**src/rtl/cur_pkg.sv**
```systemverilog
package cur_pkg;

    localparam int CUR_ADDR_W = 14;
    localparam int CUR_HI_W   = 6;
    localparam int CUR_LO_W   = 8;
    localparam int CUR_LINE_W = 5;
    localparam int CUR_MODE_W = 2;
    localparam int CUR_CSTART_W = CUR_LINE_W + CUR_MODE_W;

    typedef enum logic [CUR_MODE_W-1:0] {
        CM_STEADY = 2'b00,
        CM_HIDDEN = 2'b01,
        CM_BLINK_FAST = 2'b10,
        CM_BLINK_SLOW = 2'b11
    } cur_mode_e;

    typedef struct packed {
        cur_mode_e               mode;
        logic [CUR_LINE_W-1:0]   first_line;
        logic [CUR_LINE_W-1:0]   last_line;
        logic [CUR_ADDR_W-1:0]   pos;
    } cur_cfg_t;

    function automatic cur_cfg_t unpack_cfg(
        input logic [CUR_CSTART_W-1:0] cstart,
        input logic [CUR_LINE_W-1:0]   cend,
        input logic [CUR_HI_W-1:0]     hi,
        input logic [CUR_LO_W-1:0]     lo
    );
        cur_cfg_t c;
        c.mode       = cur_mode_e'(cstart[CUR_CSTART_W-1:CUR_LINE_W]);
        c.first_line = cstart[CUR_LINE_W-1:0];
        c.last_line  = cend;
        c.pos        = {hi, lo};
        return c;
    endfunction

    function automatic logic line_in_band(
        input logic [CUR_LINE_W-1:0] line,
        input logic [CUR_LINE_W-1:0] lo_b,
        input logic [CUR_LINE_W-1:0] hi_b
    );
        return (line >= lo_b) && (line <= hi_b);
    endfunction

endpackage

```
**src/rtl/cur_field_ctr.sv**
```systemverilog
module cur_field_ctr #(
    parameter int CNT_W = 5
) (
    input  logic             clk,
    input  logic             rst,
    input  logic             vsync,
    output logic [CNT_W-1:0] field_cnt
);
    logic vsync_q;
    logic vs_rise;

    assign vs_rise = vsync & ~vsync_q;

    always_ff @(posedge clk) begin
        if (rst) begin
            vsync_q   <= 1'b0;
            field_cnt <= '0;
        end else begin
            vsync_q <= vsync;
            if (vs_rise)
                field_cnt <= field_cnt + 1'b1;
        end
    end

    // one step per rising edge of vsync
    p_step_on_rise_r10: assert property (@(posedge clk) disable iff (rst)
        (vsync && !vsync_q) |=> (field_cnt == $past(field_cnt) + 1'b1));
    // no step without a rising edge
    p_hold_otherwise_r10: assert property (@(posedge clk) disable iff (rst)
        !(vsync && !vsync_q) |=> $stable(field_cnt));

endmodule

```
**src/rtl/cur_blink_sel.sv**
```systemverilog
module cur_blink_sel
    import cur_pkg::*;
#(
    parameter int CNT_W    = 5,
    parameter int FAST_BIT = 3,
    parameter int SLOW_BIT = 4
) (
    input  cur_mode_e        mode,
    input  logic [CNT_W-1:0] field_cnt,
    output logic             phase_on
);
    logic fast_on;
    logic slow_on;

    generate
        if (FAST_BIT < CNT_W) begin : g_fast
            assign fast_on = ~field_cnt[FAST_BIT];
        end else begin : g_fast_none
            assign fast_on = 1'b1;
        end
        if (SLOW_BIT < CNT_W) begin : g_slow
            assign slow_on = ~field_cnt[SLOW_BIT];
        end else begin : g_slow_none
            assign slow_on = 1'b1;
        end
    endgenerate

    always_comb begin
        unique case (mode)
            CM_STEADY:     phase_on = 1'b1;
            CM_HIDDEN:     phase_on = 1'b0;
            CM_BLINK_FAST: phase_on = fast_on;
            CM_BLINK_SLOW: phase_on = slow_on;
            default:       phase_on = 1'b0;
        endcase
    end

    // the suppressed mode never opens the phase
    always_comb begin
        if (mode == CM_HIDDEN)
            p_hidden_closed_r7: assert (!phase_on);
    end

endmodule

```
**src/rtl/cur_match.sv**
```systemverilog
module cur_match
    import cur_pkg::*;
(
    input  cur_cfg_t                cfg,
    input  logic [CUR_ADDR_W-1:0]   refresh_addr,
    input  logic [CUR_LINE_W-1:0]   raster_line,
    output logic                    addr_hit,
    output logic                    line_hit
);
    assign addr_hit = (refresh_addr == cfg.pos);
    assign line_hit = line_in_band(raster_line, cfg.first_line, cfg.last_line);

    // an inverted band covers no line
    always_comb begin
        if (cfg.first_line > cfg.last_line)
            p_empty_band_r4: assert (!line_hit);
    end

endmodule

```
**src/rtl/cursor_gen.sv**
```systemverilog
module cursor_gen
    import cur_pkg::*;
#(
    parameter int FAST_BIT = 3,
    parameter int SLOW_BIT = 4
) (
    input  logic                    clk,
    input  logic                    rst,
    input  logic [CUR_ADDR_W-1:0]   refresh_addr,
    input  logic [CUR_LINE_W-1:0]   raster_line,
    input  logic                    disp_en,
    input  logic                    vsync,
    input  logic [CUR_CSTART_W-1:0] cstart,
    input  logic [CUR_LINE_W-1:0]   cend,
    input  logic [CUR_HI_W-1:0]     cpos_hi,
    input  logic [CUR_LO_W-1:0]     cpos_lo,
    output logic                    cursor_out
);
    localparam int CNT_W = ((SLOW_BIT > FAST_BIT) ? SLOW_BIT : FAST_BIT) + 1;

    cur_cfg_t          cfg;
    logic [CNT_W-1:0]  field_cnt;
    logic              addr_hit;
    logic              line_hit;
    logic              phase_on;

    assign cfg = unpack_cfg(cstart, cend, cpos_hi, cpos_lo);

    cur_field_ctr #(.CNT_W(CNT_W)) u_fields (
        .clk       (clk),
        .rst       (rst),
        .vsync     (vsync),
        .field_cnt (field_cnt)
    );

    cur_blink_sel #(
        .CNT_W    (CNT_W),
        .FAST_BIT (FAST_BIT),
        .SLOW_BIT (SLOW_BIT)
    ) u_blink (
        .mode      (cfg.mode),
        .field_cnt (field_cnt),
        .phase_on  (phase_on)
    );

    cur_match u_match (
        .cfg          (cfg),
        .refresh_addr (refresh_addr),
        .raster_line  (raster_line),
        .addr_hit     (addr_hit),
        .line_hit     (line_hit)
    );

    always_ff @(posedge clk) begin
        if (rst)
            cursor_out <= 1'b0;
        else
            cursor_out <= disp_en & addr_hit & line_hit & phase_on;
    end

    // blanked cells never carry the cursor on the next clock
    p_blank_off_r5: assert property (@(posedge clk) disable iff (rst)
        !disp_en |=> !cursor_out);
    // a mismatched address yields no cursor
    p_addr_gate_r2: assert property (@(posedge clk) disable iff (rst)
        (refresh_addr != {cpos_hi, cpos_lo}) |=> !cursor_out);
    // suppressed mode keeps the output low
    p_hidden_off_r7: assert property (@(posedge clk) disable iff (rst)
        (cstart[6:5] == 2'b01) |=> !cursor_out);
    // inverted band keeps the output low
    p_band_empty_r4: assert property (@(posedge clk) disable iff (rst)
        (cstart[4:0] > cend) |=> !cursor_out);
    // output clear after a reset cycle
    p_reset_clear_r1: assert property (@(posedge clk)
        rst |=> !cursor_out);

endmodule

```
**config.mk**
```make
export PLATFORM = sky130hd
export DESIGN_NAME = cursor_gen
export DESIGN_NICKNAME = d
export VERILOG_FILES = /design/src/rtl/cur_pkg.sv /design/src/rtl/cur_field_ctr.sv /design/src/rtl/cur_blink_sel.sv /design/src/rtl/cur_match.sv /design/src/rtl/cursor_gen.sv
export SDC_FILE = /design/constraint.sdc
export NUM_CORES = 1
export LEC_CHECK = 0
export CAP_MARGIN = 20
export CORE_MARGIN = 1
export CORE_UTILIZATION = 35
export CTS_BUF_LIST = sky130_fd_sc_hd__clkbuf_8
export CTS_CLUSTER_SIZE = 14
export DETAILED_ROUTE_END_ITERATION = 8
export HOLD_SLACK_MARGIN = 0.03
export MAX_ROUTING_LAYER = met4
export PLACE_DENSITY_LB_ADDON = 0.05
export SLEW_MARGIN = 20
export SYNTH_ARGS = -nofsm -noshare
export SYNTH_HDL_FRONTEND = slang
export SYNTH_SLANG_ARGS = --single-unit
export TNS_END_PERCENT = 1
```
**constraint.sdc**
```tcl
create_clock -name clk -period 1.9 [get_ports clk]
set_input_delay 0.475 -clock clk [delete_from_list [all_inputs] [get_ports clk]]
set_output_delay 0.475 -clock clk [all_outputs]
set_load 0.05 [all_outputs]
```
Word level (Yosys, flattened, before mapping)
Index checks and enable logic that the tools add are counted.

word-level totals
  memory bits (writable) = 0
  memories kept = 0
  output and inout port bits = 1
  input port bits = 49
  register bits after elaboration = 7
  bits in read-only memories = 0
  bits in latches = 0

cells by class
  $lt $le $gt $ge = 2
  shifts and indexed selects = 0
  muxes and demuxes = 1
  bitwise operators = 7
  divide/modulo/power cells = 0
  $mul = 0
  equality and inequality tests = 4
  reduce and logical (&&, ||, !) cells = 2
  add/subtract/negate cells = 1

operators by type and width
  operator                                              count
  equality test 14 bit                                  1
  adder 5 x 1 -> 5 bit (second input constant)          1
  >= comparator 5 bit                                   1
  less-or-equal comparator 5 bit                        1
  bitwise AND 1 bit                                     4
  equality test 2 bit (second input constant)           2
  case mux 1 bit (4 select lines)                       1
  inverter 1 bit                                        3
  equality test 2 x 1 -> 1 bit (second input constant)  1
  logical NOT 2 bit                                     1
  logical AND 1 bit                                     1

Longest topological paths before layout
Gate-level depths: netlist of run 1.

  word-level depth = 4
  gate-level depth with buffers = 6

Hierarchy
Synthesis of run 1 repeated with hierarchy kept, for this count alone.

unflattened totals
  cell total of the unflattened synthesis = 83
  area, all modules = 708.2 µm²

modules (own cells, without submodules)
  module         area each (µm²)  instances  cells an instance
  cur_match      395.4            1          53
  cur_field_ctr  257.7            1          24
  cursor_gen     37.5             1          3
  cur_blink_sel  17.5             1          3

Least setup slack after synthesis of run 1
OpenSTA, ideal clock, no wires.

  kind = input -> register
  start = in cend[2]
  end = reg cursor_out
  library setup time = 0.103 ns
  data arrival time = 1.548 ns
  stages on the path = 6
  path slack = 0.248 ns
  path through = inv_1 ha_1 a21oi_1 o21ai_0 a211o_1 a2111oi_2

on the way
  word-level cells in the longest chain between the ends = 4

RTL lines
  what                            line              source
  from (decl)                     cursor_gen.sv:14  input logic [CUR_LINE_W-1:0] cend,
  less-or-equal comparator 5 bit  cur_pkg.sv:43     return (line >= lo_b) && (line <= hi_b);
  logical AND 1 bit               cur_pkg.sv:43
  bitwise AND 1 bit (2 in a row)  cursor_gen.sv:58  cursor_out <= disp_en & addr_hit & line_hit & phase_on;
  to (signal assigned)            cursor_gen.sv:58
  to (decl)                       cursor_gen.sv:17  output logic cursor_out

No other way between the ends.
A chain may end at the register's enable or synchronous reset.

Final worst setup path of run 1
  start = in raster_line[2]
  end = reg cursor_out

on the way
  word-level cells in the longest chain between the ends = 4
  elaborated cells on any way between the ends = 5

RTL lines
  what                                                                          line              source
  from (decl)                                                                   cursor_gen.sv:10  input logic [CUR_LINE_W-1:0] raster_line,
  >= comparator 5 bit / less-or-equal comparator 5 bit (equally long branches)  cur_pkg.sv:43
  logical AND 1 bit (*)                                                         cur_pkg.sv:43
  bitwise AND 1 bit (*) (2 in a row)                                            cursor_gen.sv:58

Mark *: on every way between the ends. The rest lies on a longest branch, timed or not.

==> metrics.txt, run 1 <==
Setup Crit Path Kind=in2reg; num rows=15; CTS Buf Count=3; RSZ-0062 raised after global routing=false; leading cell types in the layout, fill and taps excluded=clkdlybuf4s50_1 (48), xor2_1 (14), inv_1 (10), ha_1 (10), nor2_1 (8); Power Density=437 mW/mm2; Detail Placement HPWL=1.31 mm; first-pass GRT wire length=2.54 mm; Clock Path Buffers=2; final worst-path cycle share=97.1%; Design Area, Final=around 0.0013 mm2; vias in the first global route=705; Syn Inst Count=79; clk_skew=0.00204 ns; MaxCap Viol Count=0; Hold Startpoint=u_fields.field_cnt[4]$_SDFFE_PP0P_; WL final=1.46 mm; Synthesized Nets=139; via/cell ratio=around 4.6; Post-CTS Setup Repair Bufs=0; Rel. slew slack=84.2%; Final Max Slew Viols=0; Yosys top cell area share=20.5%; Hold Path Sink=u_fields.field_cnt[4]$_SDFFE_PP0P_; Post-DRT Antenna Nets=0; Worst R2R Start=u_fields.vsync_q$_SDFF_PP0_; worst reg2reg path depth=5; crit path cell chain=clkdlybuf4s50_1 -> ha_4 -> a21oi_1 -> o21ai_1 -> a211o_1 -> a2111oi_2; I/O Pins=50; Die Y-Extent=about 46 um; outcome=finished, final reports clean; Area contributors post-synth=dfxtp_1 (20%), ha_1 (20%), xor2_1 (18%), nor4_2 (5.5%), xnor2_1 (5.1%); Hold Path Class=reg2reg; Ys Warns=0; Slew @ Worst Pin=about 0.24 ns; CTS tree=built; root buf cell=clkbuf_8; Cell variety after synth=22; # port buffers=49; cell taking the most area after synthesis=dfxtp_1; CP max FO=3; final setup fails=0; largest net degree at the start of global routing=7; Wirelength per Cell=9.09 um; diode count=0; Die Wd=46.2 um; Total Neg Setup Slack=0 ns; peak supply drop=roughly 340 uV; slowest CP cell=clkdlybuf4s50_1; Worst path top cell family by delay=compound AO/OA/AOI/OAI gates; final hold vios=0; layout cells sized above 1=9.56%; H-tree Lvls=1; DRC=0; core area=0.00178 mm2; Tot GR Track Use=about 17%; placed cell area=roughly 0.0012 mm2; DIE AREA=0.00214 mm2; Post-Route Utilization=72.4%; Avg Inst Size Synth=8.66 um2; FF-to-FF setup slack=0.90 ns; Pwr Total=roughly 0.56 mW; initial drt markers=8; Mapped Area=between 600 and 700 um2; hold path depth=2; Pre-antenna DRT Iters=2; Worst-path clk slew=approximately 0.04 ns; fmax=542 MHz; clock tree sinks=7; worst reg2reg endpoint=u_fields.field_cnt[4]$_SDFFE_PP0P_; area delta synth->final=88.7%; commonest non-fill, non-tap cell in the layout=clkdlybuf4s50_1; post-layout min period=1.85 ns; initial antenna violation count=0; CP Launch Type=primary input; Req. time, crit path=2.02 ns; non-filler cells in the finished layout=161; Initial Utilization=38.4%; via count=about 740; Nets=197; CP max stage delay=0.52 ns; Critical Path Sink Type=flop; Arr. time, crit path=1.97 ns; Congestion Overflow GR=0; Placed Instances=around 160; Worst Path Buf+Inv=1; Seq/Total Area, Yosys=20.5%; Yosys reg bits=7; Lkg Pwr=roughly 0.56 nW; Skew-Pair Late Insertion Delay=0.22 ns; Placer Congestion=roughly 0.73
-- metal layers --
metal / track usage, % / wire length, um
met5: - / 0
met4: 5.29 / 0
met3: 4.31 / 132
met2: 28.5 / 677
met1: 19.3 / 654
-- kinds of logic (layout without fill, tap and decap cells) --
kind of cell               count (synthesis)  in the layout  share of synthesized area, %
and+or+nand+nor                           22             22                          18.8
xor gates and xnor gates                  18             18                          23.0
adders and majority gates                 11             11                          20.1
AOI/OAI and AO/OA                         11             11                          11.2
buffers and inverters                      9             66                          4.94
DFF                                        7              7                          20.5
muxes                                      1              1                          1.46
-- power breakdown --
| part | internal (mW) | switching (mW) | leakage (nW) | total (mW) |
|---|---|---|---|---|
| sequential | 0.153 | 0.00367 | 0.0570 | 0.157 |
| clock | 0.139 | 0.0604 | 0.0269 | 0.200 |
| combinational | 0.140 | 0.0678 | 0.475 | 0.207 |
-- Yosys cell counts, drive strengths merged --
library cell,n
nand2b,1
nor2,8
o21a,1
dfxtp,7
nand2,3
and3,1
ha,11
a2111oi,1
nor3b,1
nand4,2
a31oi,1
nor4,3
o21ai,3
nor2b,2
xnor2,4
a211o,1
a21oi,3
inv,9
nand3,1
xor2,14
mux2i,1
o2111ai,1
-- final cells by class --
class / count / area [um2]
well taps: 25 / 31.3
repair buffers: 53 / 518
multi-input cells: 63 / 523
flip-flops and latches: 7 / 140
clock inverters: 1 / 3.75
clock buffers: 3 / 41.3
fillers: 150 / 492
inverters: 9 / 33.8
-- tightest hold or removal path, stage by stage (launching register included) --
cell and delay [ns]:
dfxtp_1 0.33, xor2_1 0.07, nor2_1 0.08
-- metrics by stage --
| stage | hold WS, ns | setup slack (ns) |
|---|---|---|
| finish | 0.523 | 0.0544 |
| global route | 0.572 | 0.0120 |
| CTS | 0.526 | 0.0152 |
| detailed placement | 0.510 | -0.283 |
| global placement | 0.507 | -0.270 |
| floorplan | 0.480 | 0.248 |
-- worst max path at each step --
stage,from,endpoint,slack [ns],cells after the start
after floorplan,cend[2],cursor_out$_SDFF_PP0_,0.25,6
after global placement,cend[2],cursor_out$_SDFF_PP0_,-0.27,7
after detailed placement,cend[2],cursor_out$_SDFF_PP0_,-0.28,7
after CTS,cend[2],cursor_out$_SDFF_PP0_,0.02,7
after global routing,raster_line[2],cursor_out$_SDFF_PP0_,0.01,6
final,raster_line[2],cursor_out$_SDFF_PP0_,0.05,6
-- timing repair --
action,4_1_cts,5_1_grt
endpoints found under the hold margin,0,0
pin swaps,2,0
endpoints found under the setup margin,1,1
resized for setup,1,1
hold buffers,0,0
-- registers in the layout, indices dropped and copies added, names as in the netlist --
register            count
cursor_out              1
u_fields.field_cnt      5
u_fields.vsync_q        1
Power figures use the tool's default switching activity.
==> run 2, diff against run 1 <==
PLACE_DENSITY = 0.91   (was unset)
PLACE_DENSITY_LB_ADDON = unset   (was 0.05)
==> metrics.txt, run 2 (synthesis results as in run 1) <==
clk_skew=0.00304 ns (+0.000999 ns); core area=0.00178 mm2 (unchanged); CTS tree=built; placed cell area=0.00123 mm2 (-0.61%); Clock Path Buffers=2 (unchanged); Hold Path Sink=u_fields.field_cnt[4]$_SDFFE_PP0P_; WL final=2.13 mm (+45%); peak supply drop=342 uV (+0.50%); Post-Route Utilization=74.0% (+1.6 points); Pre-antenna DRT Iters=4 (+2); post-layout min period=1.88 ns (+0.0368 ns); Power Density=449 mW/mm2 (+2.9%); first-pass GRT wire length=3.01 mm (+18%); worst reg2reg endpoint=u_fields.field_cnt[4]$_SDFFE_PP0P_; Hold Path Class=reg2reg; DIE AREA=0.00214 mm2 (unchanged); via count=775 (+5.0%); final worst-path cycle share=99.1% (+1.9 points); Final Max Slew Viols=0 (unchanged); initial antenna violation count=0 (unchanged); Largest Register=u_fields.field_cnt; hold_ws=0.527 ns (+0.00320 ns); H-tree Lvls=1 (unchanged); Skew-Pair Late Insertion Delay=0.23 ns (about the same); via/cell ratio=4.84 (+5.7%); diode count=0 (unchanged); Die Y-Extent=46.2 um (unchanged); Top Registers=u_fields.field_cnt: 5 flops, cursor_out: 1 flops, u_fields.vsync_q: 1 flops; Setup Crit Path Kind=in2reg; area delta synth->final=92.9%; Critical Path Sink Type=flop; fillers=133 (-11%); clock tree sinks=7 (unchanged); final setup margin=0.0175 ns (-0.0368 ns); vias in the first global route=799 (+13%); outcome=finished, final reports clean; # port buffers=49 (unchanged); MaxCap Viol Count=0 (unchanged); root buf cell=clkbuf_8; CP max FO=1 (-2); num rows=15 (unchanged); Hold Startpoint=u_fields.field_cnt[4]$_SDFFE_PP0P_; crit path cell chain=clkdlybuf4s50_1 -> inv_1 -> ha_4 -> a21oi_2 -> o21ai_1 -> a211o_1 -> a2111oi_4; Nets=196 (-0.51%); non-filler cells in the finished layout=160 (-0.62%); layout cells sized above 1=11.1% (+1.6 points); DRC=0 (unchanged); final hold vios=0 (unchanged); commonest non-fill, non-tap cell in the layout=clkdlybuf4s50_1; Tot GR Track Use=20.7% (+3.8 points); Worst-path clk slew=0.04 ns (about the same); initial drt markers=10 (+2); Die Wd=46.2 um (unchanged); worst reg2reg path depth=4 (-1); Slew @ Worst Pin=0.385 ns (+0.149 ns); largest net degree at the start of global routing=7 (unchanged); CTS Buf Count=3 (unchanged); FF-to-FF setup slack=0.79 ns (-0.11 ns); Post-CTS Setup Repair Bufs=0 (unchanged); final setup fails=0 (unchanged); leading cell types in the layout, fill and taps excluded=clkdlybuf4s50_1 (45), xor2_1 (14), inv_1 (9), ha_1 (9), nor2_1 (8); Design Area, Final=0.00132 mm2 (+2.2%); Placer Congestion=0.726 (-1.2%); CP Launch Type=primary input; Worst Path Buf+Inv=2 (+1); fmax=531 MHz (-2.0%); Worst path top cell family by delay=compound AO/OA/AOI/OAI gates; CP max stage delay=0.46 ns (-0.06 ns); max FFs per register=5 (unchanged); Placed Instances=156 (-0.64%); slowest CP cell=clkdlybuf4s50_1; Worst R2R Start=u_fields.vsync_q$_SDFF_PP0_; Place WS=-0.332 ns (-0.0487 ns); Req. time, crit path=2.04 ns (+0.02 ns); Rel. slew slack=74.3% (-9.9 points); Post-DRT Antenna Nets=0 (unchanged); Wirelength per Cell=13.3 um (+46%); Congestion Overflow GR=0 (unchanged); I/O Pins=50 (unchanged); hold path depth=2 (unchanged); Arr. time, crit path=2.02 ns (+0.05 ns); Lkg Pwr=0.581 nW (+3.9%); Detail Placement HPWL=1.69 mm (+29%); Initial Utilization=38.4% (unchanged)
## run 2: cell count changes in the layout (fill, tap and decap cells not counted), sizes merged
cell / before / now
buf: 5 / 4
dlymetal6s2s: 0 / 3
clkdlybuf4s50: 48 / 45
## run 2: worst max-delay path by stage
stage | start | cells past startpoint | end
3_5_place_dp | cend[2] | 7 | cursor_out$_SDFF_PP0_
3_3_place_gp | cend[2] | 7 | cursor_out$_SDFF_PP0_
6_report | cend[1] | 7 | cursor_out$_SDFF_PP0_
4_1_cts | raster_line[2] | 6 | cursor_out$_SDFF_PP0_
5_1_grt | cend[1] | 7 | cursor_out$_SDFF_PP0_
2_1_floorplan | cend[2] | 6 | cursor_out$_SDFF_PP0_
## run 2: area by class of cell
class,instances,area [um2],share of cell area (%)
clock buffers,3,41.3,3.13
multi-input cells,63,552,41.8
repair buffers,52,518,39.2
well taps,25,31.3,2.37
clock inverters,1,3.75,0.284
inverters,9,33.8,2.56
flip-flops and latches,7,140,10.6
## run 2: tightest hold or removal path: stages, from the launching register on
cell and delay [ns]:
dfxtp_1 0.34, xor2_1 0.08, nor2_1 0.07
## run 2: what timing repair did
item,in CTS,in global routing
pin swaps,1,2
setup endpoints to repair,1,1
hold buffers,0,0
resized for setup,2,7
## run 2: power by group
group | switching [mW] | internal (mW) | leakage (nW)
registers | 0.00442 | 0.153 | 0.0570
clock network | 0.0738 | 0.140 | 0.0269
logic | 0.0808 | 0.141 | 0.497
## run 2: per-stage QoR
step           power [mW]  setup TNS [ns]
2_1_floorplan       0.237               0
3_3_place_gp        0.359          -0.261
3_5_place_dp        0.368          -0.332
4_1_cts             0.582               0
5_1_grt             0.621         -0.0507
6_report            0.593               0
## run 2: routing by layer
metal	wire (um)	GRT usage, %	vias up
met2	1200	41.1	40
met1	742	18.2	351
met5	0	-	-
met4	19	8.24	0
met3	159	4.71	2
li1	-	-	382
